==> config.mk <==
export PLATFORM = sky130hd
export DESIGN_NAME = ptr_addr_gen
export DESIGN_NICKNAME = d
export VERILOG_FILES = /design/src/rtl/ptr_addr_gen.sv
export SDC_FILE = /design/constraint.sdc
export NUM_CORES = 1
export LEC_CHECK = 0
export BUFFER_PORTS_ARGS = -buffer_cell sky130_fd_sc_hd__buf_2
export CAP_MARGIN = 20
export CORE_MARGIN = 10
export CORE_UTILIZATION = 56
export DETAILED_ROUTE_END_ITERATION = 6
export PLACE_DENSITY = 0.9
export SLEW_MARGIN = 10
export SYNTH_ARGS = -nofsm -noshare
export SYNTH_HDL_FRONTEND = slang
export SYNTH_SLANG_ARGS = --single-unit
==> constraint.sdc <==
create_clock -name clk -period 4.2 [get_ports clk]
set_clock_uncertainty 0.1 [all_clocks]
set_input_delay 0.42 -clock clk [delete_from_list [all_inputs] [get_ports clk]]
set_output_delay 0.42 -clock clk [all_outputs]
set_load 0.05 [all_outputs]
==> src/rtl/ptr_addr_gen.sv <==
module ptr_addr_gen #(
  parameter int BYTE_W = 8,
  parameter int DISP_W = 6
) (
  input  logic                clk,
  input  logic                rst_n,
  input  logic                start,
  input  logic [2:0]          mode,
  input  logic [1:0]          ptr_sel,
  input  logic                disp_z,
  input  logic [DISP_W-1:0]   disp,
  input  logic [2*BYTE_W-1:0] direct_word,
  input  logic                reg_we,
  input  logic [2:0]          reg_idx,
  input  logic [BYTE_W-1:0]   reg_wdata,
  output logic                addr_valid,
  output logic [2*BYTE_W-1:0] addr,
  output logic                space_prog,
  output logic                wb_valid,
  output logic [1:0]          wb_sel,
  output logic [2*BYTE_W-1:0] wb_value,
  output logic [2*BYTE_W-1:0] ptr_x,
  output logic [2*BYTE_W-1:0] ptr_y,
  output logic [2*BYTE_W-1:0] ptr_z
);
  localparam int AW = 2 * BYTE_W;
  localparam int NBYTES = 6;
  localparam logic [2:0] M_ABS = 3'd0, M_IND = 3'd1, M_DSP = 3'd2,
                         M_PRE = 3'd3, M_POST = 3'd4, M_CONST = 3'd5;

  logic [BYTE_W-1:0] rb [NBYTES];
  logic [AW-1:0] cur, base, calc_addr, new_ptr;
  logic ok, upd, prog, go;

  assign ptr_x = {rb[1], rb[0]};
  assign ptr_y = {rb[3], rb[2]};
  assign ptr_z = {rb[5], rb[4]};

  assign cur  = (ptr_sel == 2'd0) ? ptr_x : (ptr_sel == 2'd1) ? ptr_y : ptr_z;
  assign base = disp_z ? ptr_z : ptr_y;

  always_comb begin
    ok = 1'b0;
    upd = 1'b0;
    prog = 1'b0;
    calc_addr = cur;
    new_ptr = cur;
    case (mode)
      M_ABS:   begin ok = 1'b1; calc_addr = direct_word; end
      M_IND:   ok = (ptr_sel != 2'd3);
      M_DSP:   begin ok = 1'b1; calc_addr = base + AW'(disp); end
      M_PRE:   begin ok = (ptr_sel != 2'd3); upd = 1'b1;
                     calc_addr = cur - 1'b1; new_ptr = cur - 1'b1; end
      M_POST:  begin ok = (ptr_sel != 2'd3); upd = 1'b1;
                     new_ptr = cur + 1'b1; end
      M_CONST: begin ok = 1'b1; prog = 1'b1; calc_addr = ptr_z; end
      default: ok = 1'b0;
    endcase
  end

  assign go = start && ok;

  always_ff @(posedge clk) begin
    if (!rst_n) begin
      addr_valid <= 1'b0;
      addr       <= '0;
      space_prog <= 1'b0;
      wb_valid   <= 1'b0;
      wb_sel     <= 2'd0;
      wb_value   <= '0;
    end else begin
      addr_valid <= go;
      wb_valid   <= go && upd;
      if (go) begin
        addr       <= calc_addr;
        space_prog <= prog;
      end
      if (go && upd) begin
        wb_sel   <= ptr_sel;
        wb_value <= new_ptr;
      end
    end
  end

  for (genvar i = 0; i < NBYTES; i++) begin : g_byte
    always_ff @(posedge clk) begin
      if (!rst_n)
        rb[i] <= '0;
      else if (go && upd && ptr_sel == 2'(i / 2))
        rb[i] <= (i % 2 == 1) ? new_ptr[AW-1:BYTE_W] : new_ptr[BYTE_W-1:0];
      else if (reg_we && reg_idx == 3'(i))
        rb[i] <= reg_wdata;
    end
  end

  assert_reset_clear_R1: assert property (@(posedge clk)
    $past(!rst_n) |-> (!addr_valid && !wb_valid));

  assert_abs_no_wb_R2: assert property (@(posedge clk) disable iff (!rst_n)
    (start && mode == M_ABS) |=> (addr_valid && !wb_valid && !space_prog && addr == $past(direct_word)));

  assert_plain_keep_R3: assert property (@(posedge clk) disable iff (!rst_n)
    (start && (mode == M_IND || mode == M_DSP)) |=> !wb_valid);

  assert_wb_step_R5: assert property (@(posedge clk) disable iff (!rst_n)
    wb_valid |-> (wb_value == addr || wb_value == addr + 1'b1));

  assert_const_prog_R7: assert property (@(posedge clk) disable iff (!rst_n)
    (addr_valid && space_prog) |-> !wb_valid);

  assert_wb_with_addr_R8: assert property (@(posedge clk) disable iff (!rst_n)
    wb_valid |-> addr_valid);

  assert_wb_visible_R8: assert property (@(posedge clk) disable iff (!rst_n)
    wb_valid |-> wb_value == ((wb_sel == 2'd0) ? ptr_x : (wb_sel == 2'd1) ? ptr_y : ptr_z));

  assert_idle_R9: assert property (@(posedge clk) disable iff (!rst_n)
    !start |=> (!addr_valid && !wb_valid));
endmodule

**After elaboration in Yosys (flattened, before gate mapping)**

Memory sizes are Yosys's and may differ from the RTL's.
Cells that the tools add are included.

- Reductions and logical operators: 17
- Add/subtract/negate cells: 3
- Bitwise operators: 12
- Mux-type cells: 54
- Equality and inequality tests: 13

Operators with widths:

| kind | number |
|---|---|
| 2-to-1 mux 8 bit | 12 |
| case mux 16 bit (4 select lines) | 1 |
| 2-to-1 mux 16 bit | 3 |
| 2-to-1 mux 1 bit | 36 |
| case mux 16 bit (2 select lines) | 1 |
| adder 16 x 1 -> 16 bit, second input constant | 1 |
| adder 16 x 6 -> 16 bit | 1 |
| subtractor 16 x 1 -> 16 bit, second input constant | 1 |
| equality test 3 x 2 -> 1 bit, second input constant | 4 |
| equality test 3 bit, second input constant | 4 |
| OR 1 bit | 12 |
| logical AND 1 bit | 11 |
| equality test 3 x 1 -> 1 bit, second input constant | 2 |
| logical NOT 3 bit | 2 |
| OR reduction 3 bit | 2 |
| equality test 2 x 1 -> 1 bit, second input constant | 1 |
| equality test 2 bit, second input constant | 1 |
| logical NOT 2 bit | 1 |
| != test 2 bit, second input constant | 1 |
| case mux 1 bit (2 select lines) | 1 |
| OR reduction 2 bit | 1 |

- Logic and storage cells: 106
- Register bits after elaboration: 37
- Output and inout bits: 85
- RAM bits: 48
- Memories: 1
- Bits of input ports: 43

Memory list:

| memory | depth | width | rd ports | clocked after memory_dff | write ports | RTL line | text |
|---|---|---|---|---|---|---|---|
| rb | 6 | 8 | 6 | 0 | 6 | 31 | `logic [BYTE_W-1:0] rb [NBYTES];` |

**Longest topological paths before layout**

Gate-level depths: netlist of run 1.

- Depth in word-level cells: 11
- Mapped depth: 15
- Depth with buffers taken out: 12

**Worst setup path after synthesis of run 1**

OpenSTA, ideal clock, no wires.

- Path kind: input to register
- Start: in disp_z
- End: reg addr[12]
- Buffers on the path: 3
- Stages on the path: 14
- Required time: 3,978 ps
- Data arrival time: 3,402 ps
- Library setup time: 122 ps
- Path slack: 576 ps
- Cell sequence: clkbuf_1 clkbuf_1 buf_1 mux2_2 ha_1 inv_1 fa_1 nor2b_1 o21ai_0 a21boi_0 o311ai_0 xnor2_1 a211oi_1 nor3_1

- Longest elaborated chain between the ends: 3

RTL lines:

| what | RTL line | text |
|---|---|---|
| from (decl) | 10 | `input logic disp_z,` |
| 2-to-1 mux 16 bit | 40 | `assign base = disp_z ? ptr_z : ptr_y;` |
| adder 16 x 6 -> 16 bit | 51 | `M_DSP: begin ok = 1'b1; calc_addr = base + AW'(disp); end` |
| case mux 16 bit (4 select lines) | 48 | `case (mode)` |
| to (signal assigned) | 75 | `addr <= calc_addr;` |
| to (decl) | 17 | `output logic [2*BYTE_W-1:0] addr,` |

No other way between the ends.
A chain may end at the register's enable or synchronous reset.

**Final worst setup path of run 1**

Ends and elaborated chain as after synthesis.

==> qor_table.md, run 1 <==
| Metric | This run | Unit |
| --- | --- | --- |
| Result of the run | completed | - |
| Number of nets with antenna violations after detailed routing | 0 | - |
| Netlist Area Pre-Place | 0.00593 | mm² |
| Leakage power summed over all cells | 2.82 | nW |
| Maximum root-to-sink buffer count | 2 | - |
| Number of placement rows | 37 | - |
| Die Footprint | 0.0151 | mm² |
| Data required time of the worst path | 4350 | ps |
| GRT Overall Usage | 0.307 | - |
| TritonCTS Sinks | 85 | - |
| Destination of the critical timing path | addr[12] | - |
| Number of buffers added to fix hold violations after cts | 0 | - |
| TritonCTS clock tree | built | - |
| Maximum number of pins on one net before global-route repair | 44 | - |
| Largest vdd supply drop | 0.212 | mV |
| Sw Share | 0.368 | - |
| Unrepaired setup endpoints after global routing | false | - |
| Number of synthesized register bits | 85 | - |
| Inserted Clock Buffers | 9 | - |
| Final critical-path share of the clock period | 0.882 | - |
| Pins Over Slew Limit | 0 | - |
| Initial Util | 0.574 | - |
| Wire length per cell | 25.4 | µm |
| Area grow syn2layout | 16.5 | % |
| Area of the multi-input gates | 0.00351 | mm² |
| Cells on worst reg2reg path | 11 | - |
| Synthesized area per cell | 8.83 | µm² |
| Setup tns final | 0 | ps |
| Category of the worst setup path capture point | flop | - |
| Floorplan die height | 123 | µm |
| Vias in the first global route | 6,164 | - |
| Clock Pin Slew Worst Setup and Hold Paths | 90 | ps |
| Critical path start-end classification | input port to flop | - |
| Transition time at the pin with the least slew margin | 1020 | ps |
| Number of iterations in the first detailed-routing pass | 6 | - |
| Horizontal die dimension | 123 | µm |
| Total Power Consumption | 2.34 | mW |
| Source of the worst register-to-register timing path | rb[4][0] | - |
| Upper clock frequency limit | 270 | MHz |
| Nets@finish | 838 | - |
| Startpoint kind of the worst setup timing path | input port | - |
| Async SR Flop Fraction | 0 | - |
| Number of input and output port buffers inserted | 127 | - |
| Clock H-tree levels | 3 | - |
| Leading cell type in the layout, fill and taps excluded | sky130_fd_sc_hd__buf_2 | - |
| Clock period minus worst slack | 3710 | ps |
| Synthesized Nets | 723 | - |
| Fraction of layout instances using a drive strength above 1 | 0.243 | - |
| Post-synthesis sequential area ratio | 0.368 | - |
| Total power per unit cell area | 339 | mW/mm² |
| Total core area | 0.0103 | mm² |
| Remaining global-route overflow | 0 | - |
| Post-placement worst setup slack | 356 | ps |
| Per-cell via count in the routed design | 6.81 | - |
| Combinational Power Share | 0.302 | - |
| Final setup slack of the worst path | 494 | ps |
| Final weighted congestion of routability-driven global placement | 1.00 | - |
| Antenna violations before repair | 0 | - |
| Clock tree root driver cell | sky130_fd_sc_hd__clkbuf_8 | - |
| Tightest hold margin | 355 | ps |
| Clock network fraction of total power | 0.282 | - |
| Global-route wire length before repair | 35,500 | µm |
| Fill cells | 887 | - |
| Final setup violation count | 0 | - |
| Worst setup startpoint | disp_z | - |
| Placed wire-length estimate | 17,800 | µm |
| Cell variety after synth | 78 | - |
| Number of setup buffers added after CTS | 0 | - |
| Min-Delay Path Class | input port to flop | - |
| Number of DRC violations after detailed-routing iteration 0 | 810 | - |
| Post-Synthesis Cells | 671 | - |
| Post-CTS resize count | 0 | - |
| Largest fanout on the critical path | 25 | - |
| Routed WL | 23,600 | µm |
| Arrival time worst endpoint | 3850 | ps |
| Max-slew headroom | 0.321 | - |
| Relative contribution of sequential cells to total power | 0.417 | - |
| Highest-count cells in the layout ignoring fill and taps | sky130_fd_sc_hd__buf_2 (127), sky130_fd_sc_hd__nand2_1 (83), sky130_fd_sc_hd__nor2_1 (60) | - |
| Latest clock arrival within the worst-skew pair | 370 | ps |
| FF/Latch Area | 0.00218 | mm² |
| Hold Startpoint | reg_wdata[0] | - |
| Int Pwr | 1.48 | mW |
| Total count of hold-check failures in the final report | 0 | - |
| Switching power of the nets | 0.861 | mW |
| Reg-to-reg endpoint | addr[12] | - |
| Max cap viols | 0 | - |
| Via count | 6,312 | - |
| Top flip-flop cell by instance count after synthesis | sky130_fd_sc_hd__edfxtp_1 | - |
| Number of warnings reported in the yosys synthesis log | 0 | - |
| # diodes | 0 | - |
| DRC violations left | 0 | - |
| Worst reg2reg setup slack | 580 | ps |
| Num ports | 128 | - |
| EDFF count, synth | 48 | - |
-- worst max-delay path: stages --
cell and delay [ps]:
sky130_fd_sc_hd__buf_2 440, sky130_fd_sc_hd__mux2_2 410, sky130_fd_sc_hd__ha_1 200, sky130_fd_sc_hd__inv_1 80
sky130_fd_sc_hd__fa_1 220, sky130_fd_sc_hd__nor2b_1 60, sky130_fd_sc_hd__o21ai_0 270, sky130_fd_sc_hd__a21boi_0 330
sky130_fd_sc_hd__o311ai_0 710, sky130_fd_sc_hd__xnor2_1 200, sky130_fd_sc_hd__a211oi_1 410, sky130_fd_sc_hd__nor3_1 80
-- registers in the layout, indices dropped and copies added, names as in the netlist --
name        cells
wb_valid        1
wb_value       16
wb_sel          2
addr           16
space_prog      1
addr_valid      1
rb             48
-- synthesized netlist by cell type (3+ instances only) --
master / n / share of area
sky130_fd_sc_hd__nand4_1: 6 / 0.0063
sky130_fd_sc_hd__o22ai_1: 15 / 0.016
sky130_fd_sc_hd__nand2_1: 83 / 0.053
sky130_fd_sc_hd__a31oi_1: 6 / 0.0063
sky130_fd_sc_hd__a311oi_1: 4 / 0.0059
sky130_fd_sc_hd__nor2b_1: 7 / 0.0074
sky130_fd_sc_hd__a22o_1: 15 / 0.022
sky130_fd_sc_hd__o221ai_1: 3 / 0.0044
sky130_fd_sc_hd__o211ai_1: 9 / 0.011
sky130_fd_sc_hd__o211a_1: 3 / 0.0051
sky130_fd_sc_hd__inv_1: 10 / 0.0063
sky130_fd_sc_hd__a2bb2o_1: 6 / 0.010
sky130_fd_sc_hd__a211oi_1: 5 / 0.0063
sky130_fd_sc_hd__o21ai_0: 51 / 0.043
sky130_fd_sc_hd__buf_6: 3 / 0.0057
sky130_fd_sc_hd__nand3_1: 17 / 0.014
sky130_fd_sc_hd__dfxtp_1: 37 / 0.12
sky130_fd_sc_hd__nand2b_1: 3 / 0.0032
sky130_fd_sc_hd__o31ai_1: 3 / 0.0038
sky130_fd_sc_hd__o21a_1: 10 / 0.013
sky130_fd_sc_hd__mux2i_1: 17 / 0.029
sky130_fd_sc_hd__and3_1: 8 / 0.0084
sky130_fd_sc_hd__a211o_1: 3 / 0.0044
sky130_fd_sc_hd__o21ai_1: 7 / 0.0059
sky130_fd_sc_hd__o31a_1: 3 / 0.0044
sky130_fd_sc_hd__nor2_1: 60 / 0.038
sky130_fd_sc_hd__mux2_2: 10 / 0.019
sky130_fd_sc_hd__a21oi_1: 35 / 0.030
sky130_fd_sc_hd__xnor2_1: 23 / 0.034
sky130_fd_sc_hd__nand3b_1: 5 / 0.0063
sky130_fd_sc_hd__mux2i_4: 3 / 0.011
sky130_fd_sc_hd__and2_1: 3 / 0.0032
sky130_fd_sc_hd__xor2_1: 14 / 0.021
sky130_fd_sc_hd__o311ai_0: 4 / 0.0059
sky130_fd_sc_hd__a21boi_0: 5 / 0.0063
sky130_fd_sc_hd__nor4_1: 3 / 0.0032
sky130_fd_sc_hd__o2bb2ai_1: 16 / 0.024
sky130_fd_sc_hd__edfxtp_1: 48 / 0.24
sky130_fd_sc_hd__or2_2: 3 / 0.0032
sky130_fd_sc_hd__clkbuf_1: 33 / 0.021
sky130_fd_sc_hd__buf_2: 3 / 0.0025
sky130_fd_sc_hd__a221oi_1: 4 / 0.0059
sky130_fd_sc_hd__nor3_1: 13 / 0.011
sky130_fd_sc_hd__ha_1: 8 / 0.017
-- kinds of logic after synthesis --
family	Yosys count	synth area share
xor+xnor	37	0.0547
buf+inv	53	0.0405
fa+ha+maj	9	0.0203
compound gates	222	0.259
mux	33	0.0656
simple gates	232	0.192
flops	85	0.368
-- stage by stage --
| step | instance area (µm²) | instances | util |
|---|---|---|---|
| after floorplan | 5930 | 671 | - |
| after global placement | 6680 | 911 | 0.647 |
| after detailed placement | 6680 | 911 | 0.647 |
| after CTS | 6910 | 927 | 0.669 |
| after global routing | 6910 | 927 | 0.669 |
| final | 6910 | 927 | 0.669 |
-- routing by layer --
layer	track usage	wire, µm	up-vias
met3	0.0716	2730	97
li1	-	-	2755
met4	0.157	1200	0
met2	0.486	10700	456
met1	0.386	8950	3004
met5	0	0	-
-- how the worst min path moves through the flow --
stage                         endpoint  depth (start not counted)
after floorplan               rb[0][1]                          2
after global placement    wb_value[15]                          2
after detailed placement     wb_sel[1]                          2
after CTS                   space_prog                          3
after global routing          rb[3][6]                          2
final                         rb[5][0]                          2
-- final cells by class --
class | instances | area share
multi-input cells | 533 | 0.508
flip-flops and latches | 85 | 0.316
repair buffers | 147 | 0.114
clock buffers | 14 | 0.0270
well taps | 136 | 0.0246
clock inverters | 2 | 0.00562
inverters | 10 | 0.00543
-- power by group through the flow --
stage	combinational [mW]	clock, mW	sequential (mW)
2_1_floorplan	0.325	0	1.14
3_3_place_gp	0.679	0	0.989
3_5_place_dp	0.690	0	0.991
4_1_cts	0.693	0.662	0.972
5_1_grt	0.746	0.699	0.978
6_report	0.706	0.659	0.976
Note: power is estimated with default switching activity, not from simulation.
==> run 2, diff against run 1 <==
--- a/config.mk
+++ b/config.mk
@@ -13,2 +13,3 @@
 export PLACE_DENSITY = 0.9
+export RECOVER_POWER = 100
 export SLEW_MARGIN = 10
==> constraint.sdc (replaced) <==
create_clock -name clk -period 4.2 [get_ports clk]
set_clock_uncertainty 0.1 [all_clocks]
set_input_delay 0.84 -clock clk [delete_from_list [all_inputs] [get_ports clk]]
set_output_delay 0.84 -clock clk [all_outputs]
set_load 0.05 [all_outputs]
==> qor_table.md, run 2 (synthesized netlist as in run 1, its figures left out) <==
| Metric | This run | Unit | Change |
| --- | --- | --- | --- |
| Clock network fraction of total power | 0.241 | - | -0.041 |
| Clock H-tree levels | 3 | - | unchanged |
| Post-CTS resize count | 0 | - | unchanged |
| Data required time of the worst path | 4400 | ps | +50 ps |
| TritonCTS clock tree | built | - |  |
| Fill cells | 931 | - | +5.0% |
| Max-slew headroom | 0.202 | - | -0.119 |
| Leakage power summed over all cells | 2.50 | nW | -11% |
| Global-route wire length before repair | 35,000 | µm | -1.4% |
| Setup tns final | 0 | ps | unchanged |
| Number of nets with antenna violations after detailed routing | 0 | - | unchanged |
| Register containing the most flip-flops in the final layout | rb | - |  |
| Critical path start-end classification | input port to flop | - |  |
| Area grow syn2layout | 14.9 | % |  |
| # diodes | 0 | - | unchanged |
| Antenna violations before repair | 0 | - | unchanged |
| Relative contribution of sequential cells to total power | 0.442 | - | +0.025 |
| Maximum root-to-sink buffer count | 2 | - | unchanged |
| Initial Util | 0.574 | - | unchanged |
| Highest-count cells in the layout ignoring fill and taps | sky130_fd_sc_hd__clkbuf_1 (100), sky130_fd_sc_hd__nand2_1 (83), sky130_fd_sc_hd__nor2_1 (60) | - |  |
| Chain of cells forming the critical path | clkbuf_1 -> mux2_2 -> ha_1 -> inv_1 -> fa_1 -> nor2b_1 -> o21ai_0 -> a21boi_0 -> o311ai_0 -> nor2b_1 -> nor2_1 -> nand3b_1 -> a21oi_1 | - |  |
| Top flop regs | rb (48), addr (16), wb_value (16) | - |  |
| Floorplan die height | 123 | µm | unchanged |
| Result of the run | completed | - |  |
| Total Power Consumption | 2.21 | mW | -5.5% |
| Final critical-path share of the clock period | 0.898 | - | +0.0156 |
| Arrival time worst endpoint | 3970 | ps | +120 ps |
| Per-cell via count in the routed design | 6.73 | - | -1.2% |
| Remaining global-route overflow | 0 | - | unchanged |
| Unrepaired setup endpoints after global routing | false | - |  |
| TritonCTS Sinks | 85 | - | unchanged |
| Final weighted congestion of routability-driven global placement | 0.979 | - | -2.5% |
| Latest clock arrival within the worst-skew pair | 360 | ps | about the same |
| Longest individual stage delay on the worst path | 610 | ps | -100 ps |
| Total count of hold-check failures in the final report | 0 | - | unchanged |
| Nets@finish | 857 | - | +2.3% |
| Clock tree root driver cell | sky130_fd_sc_hd__clkbuf_8 | - |  |
| Horizontal die dimension | 123 | µm | unchanged |
| Number of setup buffers added after CTS | 0 | - | unchanged |
| Largest vdd supply drop | 0.222 | mV | +4.7% |
| Vias in the first global route | 6,086 | - | -1.3% |
| Slowest stage cell, crit path | sky130_fd_sc_hd__a21boi_0 | - |  |
| Flip-flop count of the largest register, all copies and words added | 48 | - | unchanged |
| Max cap viols | 0 | - | unchanged |
| Maximum number of pins on one net before global-route repair | 33 | - | -25% |
| Clock period minus worst slack | 3770 | ps | +65.4 ps |
| Largest fanout on the critical path | 7 | - | -72% |
| Via count | 6,362 | - | +0.79% |
| DRC violations left | 0 | - | unchanged |
| Final setup violation count | 0 | - | unchanged |
| Number of buffers added to fix hold violations after cts | 0 | - | unchanged |
| Sw Share | 0.396 | - | +0.0280 |
| Combinational Power Share | 0.316 | - | +0.014 |
| Upper clock frequency limit | 265 | MHz | -1.7% |
| Clock Pin Slew Worst Setup and Hold Paths | 100 | ps | about the same |
| Pins Over Slew Limit | 0 | - | unchanged |
| Fraction of layout instances using a drive strength above 1 | 0.130 | - | -0.113 |
| Number of placement rows | 37 | - | unchanged |
| Min-Delay Path Class | flop to flop | - |  |
| Number of DRC violations after detailed-routing iteration 0 | 869 | - | +7.3% |
| Switching power of the nets | 0.875 | mW | +1.7% |
| Transition time at the pin with the least slew margin | 1200 | ps | +182 ps |
| Num ports | 128 | - | unchanged |
| Most common cell on crit path | sky130_fd_sc_hd__nor2b_1 | - |  |
| Die Footprint | 0.0151 | mm² | unchanged |
| Total power per unit cell area | 325 | mW/mm² | -4.2% |
| Category of the worst setup path capture point | flop | - |  |
| Wire length per cell | 24.9 | µm | -2.1% |
| Startpoint kind of the worst setup timing path | input port | - |  |
| Inserted Clock Buffers | 9 | - | unchanged |
| Total core area | 0.0103 | mm² | unchanged |
| Number of iterations in the first detailed-routing pass | 7 | - | +1 |
| Placed wire-length estimate | 18,200 | µm | +1.9% |
| Number of input and output port buffers inserted | 127 | - | unchanged |
| Routed WL | 23,500 | µm | -0.14% |
| GRT Overall Usage | 0.303 | - | -0.00375 |
| Leading cell type in the layout, fill and taps excluded | sky130_fd_sc_hd__clkbuf_1 | - |  |
| Int Pwr | 1.34 | mW | -9.7% |
## run 2: cell count changes in the layout (fill, tap and decap cells not counted), sizes merged
cell and change:
buf -80, bufinv -1, clkbuf +95, clkinv +1, clkinvlp +3, inv +1
## run 2: layout make-up
class,instances,area (µm²),area share
well taps,136,170,0.0250
inverters,10,37.5,0.00551
flip-flops and latches,85,2180,0.320
clock buffers,10,128,0.0187
clock inverters,6,38.8,0.00569
multi-input cells,533,3490,0.512
repair buffers,166,772,0.113
## run 2: routing by layer
metal  vias to the layer above  track usage  routed length (µm)
met4                         0        0.165                1280
met3                       100       0.0789                2740
li1                       2786            -                   -
met5                         -            0                   0
met1                      2988        0.378                8930
met2                       488        0.472               10600
## run 2: path summary, 6_finish.rpt
kind,from,end,slack (ps),cells after the start
setup / recovery,disp_z,addr[14],430,13
hold reg to reg,addr[7],addr[7],360,2
hold / removal,addr[7],addr[7],360,2
setup reg to reg,rb[2][0],rb[1][6],740,10
## run 2: per-stage QoR
step | hold WS [ps] | util | instances | area (µm²) | setup slack [ps]
final | 364 | 0.660 | 946 | 6810 | 429
after global routing | 391 | 0.660 | 946 | 6810 | 221
after CTS | 364 | 0.677 | 946 | 6990 | 678
after detailed placement | 350 | 0.661 | 930 | 6820 | 316
after global placement | 341 | 0.661 | 930 | 6820 | 350
after floorplan | 573 | - | 671 | 5930 | 156
## run 2: power by group through the flow
stage               clock (mW)  sequential, mW  combinational (mW)
floorplan                    0            1.14               0.325
global placement             0           0.990               0.702
detailed placement           0           0.992               0.711
CTS                      0.526           0.974               0.714
global route             0.563           0.981               0.738
finish                   0.534           0.979               0.700
## run 2: critical path: cells and delay by family
kind	cells	cell delay, ps
AND/OR/NAND/NOR	4	660
adder cells (fa/ha/maj)	2	560
multiplexers	1	240
buffers and inverters	2	410
AO/OA/AOI/OAI	4	1260
==> run 3, diff against run 2 <==
GPL_TIMING_DRIVEN = 0   (was unset)
==> qor_table.md, run 3 (synthesized netlist as in run 1, its figures left out) <==
| Metric | This run | Unit | Change |
| --- | --- | --- | --- |
| Result of the run | completed | - |  |
| Max-slew headroom | 0.251 | - | +0.0492 |
| Clock tree root driver cell | sky130_fd_sc_hd__clkbuf_8 | - |  |
| Max cap viols | 0 | - | unchanged |
| Setup tns final | 0 | ps | unchanged |
| Pins Over Slew Limit | 0 | - | unchanged |
| Wire length per cell | 25.7 | µm | +3.5% |
| Maximum number of pins on one net before global-route repair | 15 | - | -55% |
| Total core area | 0.0103 | mm² | unchanged |
| Placed cell areas | 0.00671 | mm² | -1.7% |
| Global-route wire length before repair | 35,800 | µm | +2.4% |
| GRT Overall Usage | 0.313 | - | +0.00949 |
| DP Cell Count | 928 | - | -0.22% |
| Fill cells | 938 | - | +0.75% |
| Transition time at the pin with the least slew margin | 1120 | ps | -80.5 ps |
| Number of DRC violations after detailed-routing iteration 0 | 983 | - | +13% |
| Longest individual stage delay on the worst path | 640 | ps | +30 ps |
| Arrival time worst endpoint | 4180 | ps | +210 ps |
| Highest-count cells in the layout ignoring fill and taps | sky130_fd_sc_hd__clkbuf_1 (121), sky130_fd_sc_hd__nand2_1 (83), sky130_fd_sc_hd__nor2_1 (61) | - |  |
| Number of placement rows | 37 | - | unchanged |
| Num ports | 128 | - | unchanged |
| Total Power Consumption | 2.26 | mW | +2.2% |
| Chain of cells forming the critical path | buf_6 -> buf_8 -> mux2i_1 -> o21a_1 -> ha_1 -> inv_1 -> or4_1 -> or3_4 -> nand2b_1 -> xor2_1 -> a22oi_1 -> o2bb2ai_1 | - |  |
| Horizontal die dimension | 123 | µm | unchanged |
| Total count of hold-check failures in the final report | 0 | - | unchanged |
| Number of input and output port buffers inserted | 120 | - | -5.5% |
| Remaining global-route overflow | 0 | - | unchanged |
| Via count | 6,374 | - | +0.19% |
| Register containing the most flip-flops in the final layout | rb | - |  |
| Inserted Clock Buffers | 9 | - | unchanged |
| Clock period minus worst slack | 4190 | ps | +417 ps |
| Flip-flop count of the largest register, all copies and words added | 48 | - | unchanged |
| Leakage power summed over all cells | 2.44 | nW | -2.4% |
| Final setup slack of the worst path | 11.7 | ps | -417 ps |
| Upper clock frequency limit | 239 | MHz | -10% |
| Antenna violations before repair | 0 | - | unchanged |
| Critical path start-end classification | input port to flop | - |  |
| Area grow syn2layout | 14.4 | % |  |
| Leading cell type in the layout, fill and taps excluded | sky130_fd_sc_hd__clkbuf_1 | - |  |
| Final weighted congestion of routability-driven global placement | 0.999 | - | +2.0% |
| Die Footprint | 0.0151 | mm² | unchanged |
| Nets@finish | 856 | - | -0.12% |
| Number of setup buffers added after CTS | 0 | - | unchanged |
| Vias in the first global route | 6,136 | - | +0.82% |
| Finished Core Util | 0.657 | - | -0.00327 |
| FF/Latch Area | 0.00218 | mm² | unchanged |
| Routed WL | 24,300 | µm | +3.4% |
| Post-CTS resize count | 3 | - | +3 |
| Startpoint kind of the worst setup timing path | input port | - |  |
| Top flop regs | rb (48), addr (16), wb_value (16) | - |  |
| DRC violations left | 0 | - | unchanged |
| Min-Delay Path Class | flop to flop | - |  |
| Maximum root-to-sink buffer count | 2 | - | unchanged |
| Tightest hold margin | 377 | ps | +12.7 ps |
| Initial Util | 0.574 | - | unchanged |
| Post-placement worst setup slack | -691 | ps | -1010 ps |
| Slowest stage cell, crit path | sky130_fd_sc_hd__or4_1 | - |  |
| Total power per unit cell area | 333 | mW/mm² | +2.7% |
| Latest clock arrival within the worst-skew pair | 380 | ps | +20 ps |
| Number of iterations in the first detailed-routing pass | 6 | - | -1 |
| TritonCTS Sinks | 85 | - | unchanged |
| Number of nets with antenna violations after detailed routing | 0 | - | unchanged |
| Floorplan die height | 123 | µm | unchanged |
| Category of the worst setup path capture point | flop | - |  |
| Number of buffers added to fix hold violations after cts | 0 | - | unchanged |
| TritonCTS clock tree | built | - |  |
| Area of the multi-input gates | 0.00351 | mm² | +0.61% |
| Final setup violation count | 0 | - | unchanged |
| Final Non-Filler Cells | 945 | - | -0.11% |
| Clock Pin Slew Worst Setup and Hold Paths | 90 | ps | about the same |
| Placed wire-length estimate | 18,800 | µm | +3.7% |
| Largest vdd supply drop | 0.212 | mV | -4.5% |
| Final critical-path share of the clock period | 0.997 | - | +0.0994 |
| Largest fanout on the critical path | 10 | - | +3 |
| Fraction of layout instances using a drive strength above 1 | 0.108 | - | -0.0221 |
| Per-cell via count in the routed design | 6.74 | - | +0.29% |
| # diodes | 0 | - | unchanged |
| Area of all placed cells without fillers | 0.00678 | mm² | -0.50% |
| Clock H-tree levels | 3 | - | unchanged |
| Data required time of the worst path | 4190 | ps | -210 ps |
==> run 3: cell count changes in the layout (fill, tap and decap cells not counted), moves of 2 or more <==
cell | before | now
sky130_fd_sc_hd__clkbuf_2 | 0 | 3
sky130_fd_sc_hd__buf_4 | 26 | 1
sky130_fd_sc_hd__clkinv_1 | 2 | 0
sky130_fd_sc_hd__clkbuf_1 | 100 | 121
sky130_fd_sc_hd__clkinvlp_4 | 3 | 1
sky130_fd_sc_hd__buf_2 | 41 | 39
sky130_fd_sc_hd__buf_6 | 0 | 2
==> run 3: power by group <==
group	leakage [nW]	switching, mW	internal [mW]
Sequential	0.803	0.0484	0.928
Combinational	1.55	0.518	0.184
Clock	0.0892	0.328	0.254
Total	2.44	0.894	1.37
==> run 3: routing by layer <==
layer	global-route usage	vias up	part of all wire
met1	0.397	3000	0.38
met2	0.484	507	0.44
met4	0.155	0	0.043
met3	0.0843	82	0.13
li1	-	2785	-
met5	0	-	0
==> run 3: critical path, delay by kind of cell <==
kind	cells	cell delay, ps
XOR/XNOR	1	180
adder cells (fa/ha/maj)	1	240
multiplexers	1	190
AO/OA/AOI/OAI	3	1120
buffers and inverters	3	330
AND/OR/NAND/NOR	3	1270
==> run 3: final cells by class <==
cell class / count / area share
well taps: 136 / 0.0251
inverters: 10 / 0.00554
multi-input cells: 533 / 0.517
clock inverters: 3 / 0.00314
clock buffers: 13 / 0.0236
plain buffers: 43 / 0.0293
flip-flops and latches: 85 / 0.322
repair buffers: 122 / 0.0742
==> run 3: worst paths after layout <==
| check | cells after the start | to | start | slack [ps] |
|---|---|---|---|---|
| worst max-delay path | 12 | rb[5][6] | ptr_sel[0] | 10 |
| worst min-delay path | 2 | addr[4] | addr[4] | 380 |
| worst max register to register | 10 | rb[5][6] | rb[4][1] | 320 |
| worst min register to register | 2 | addr[4] | addr[4] | 380 |
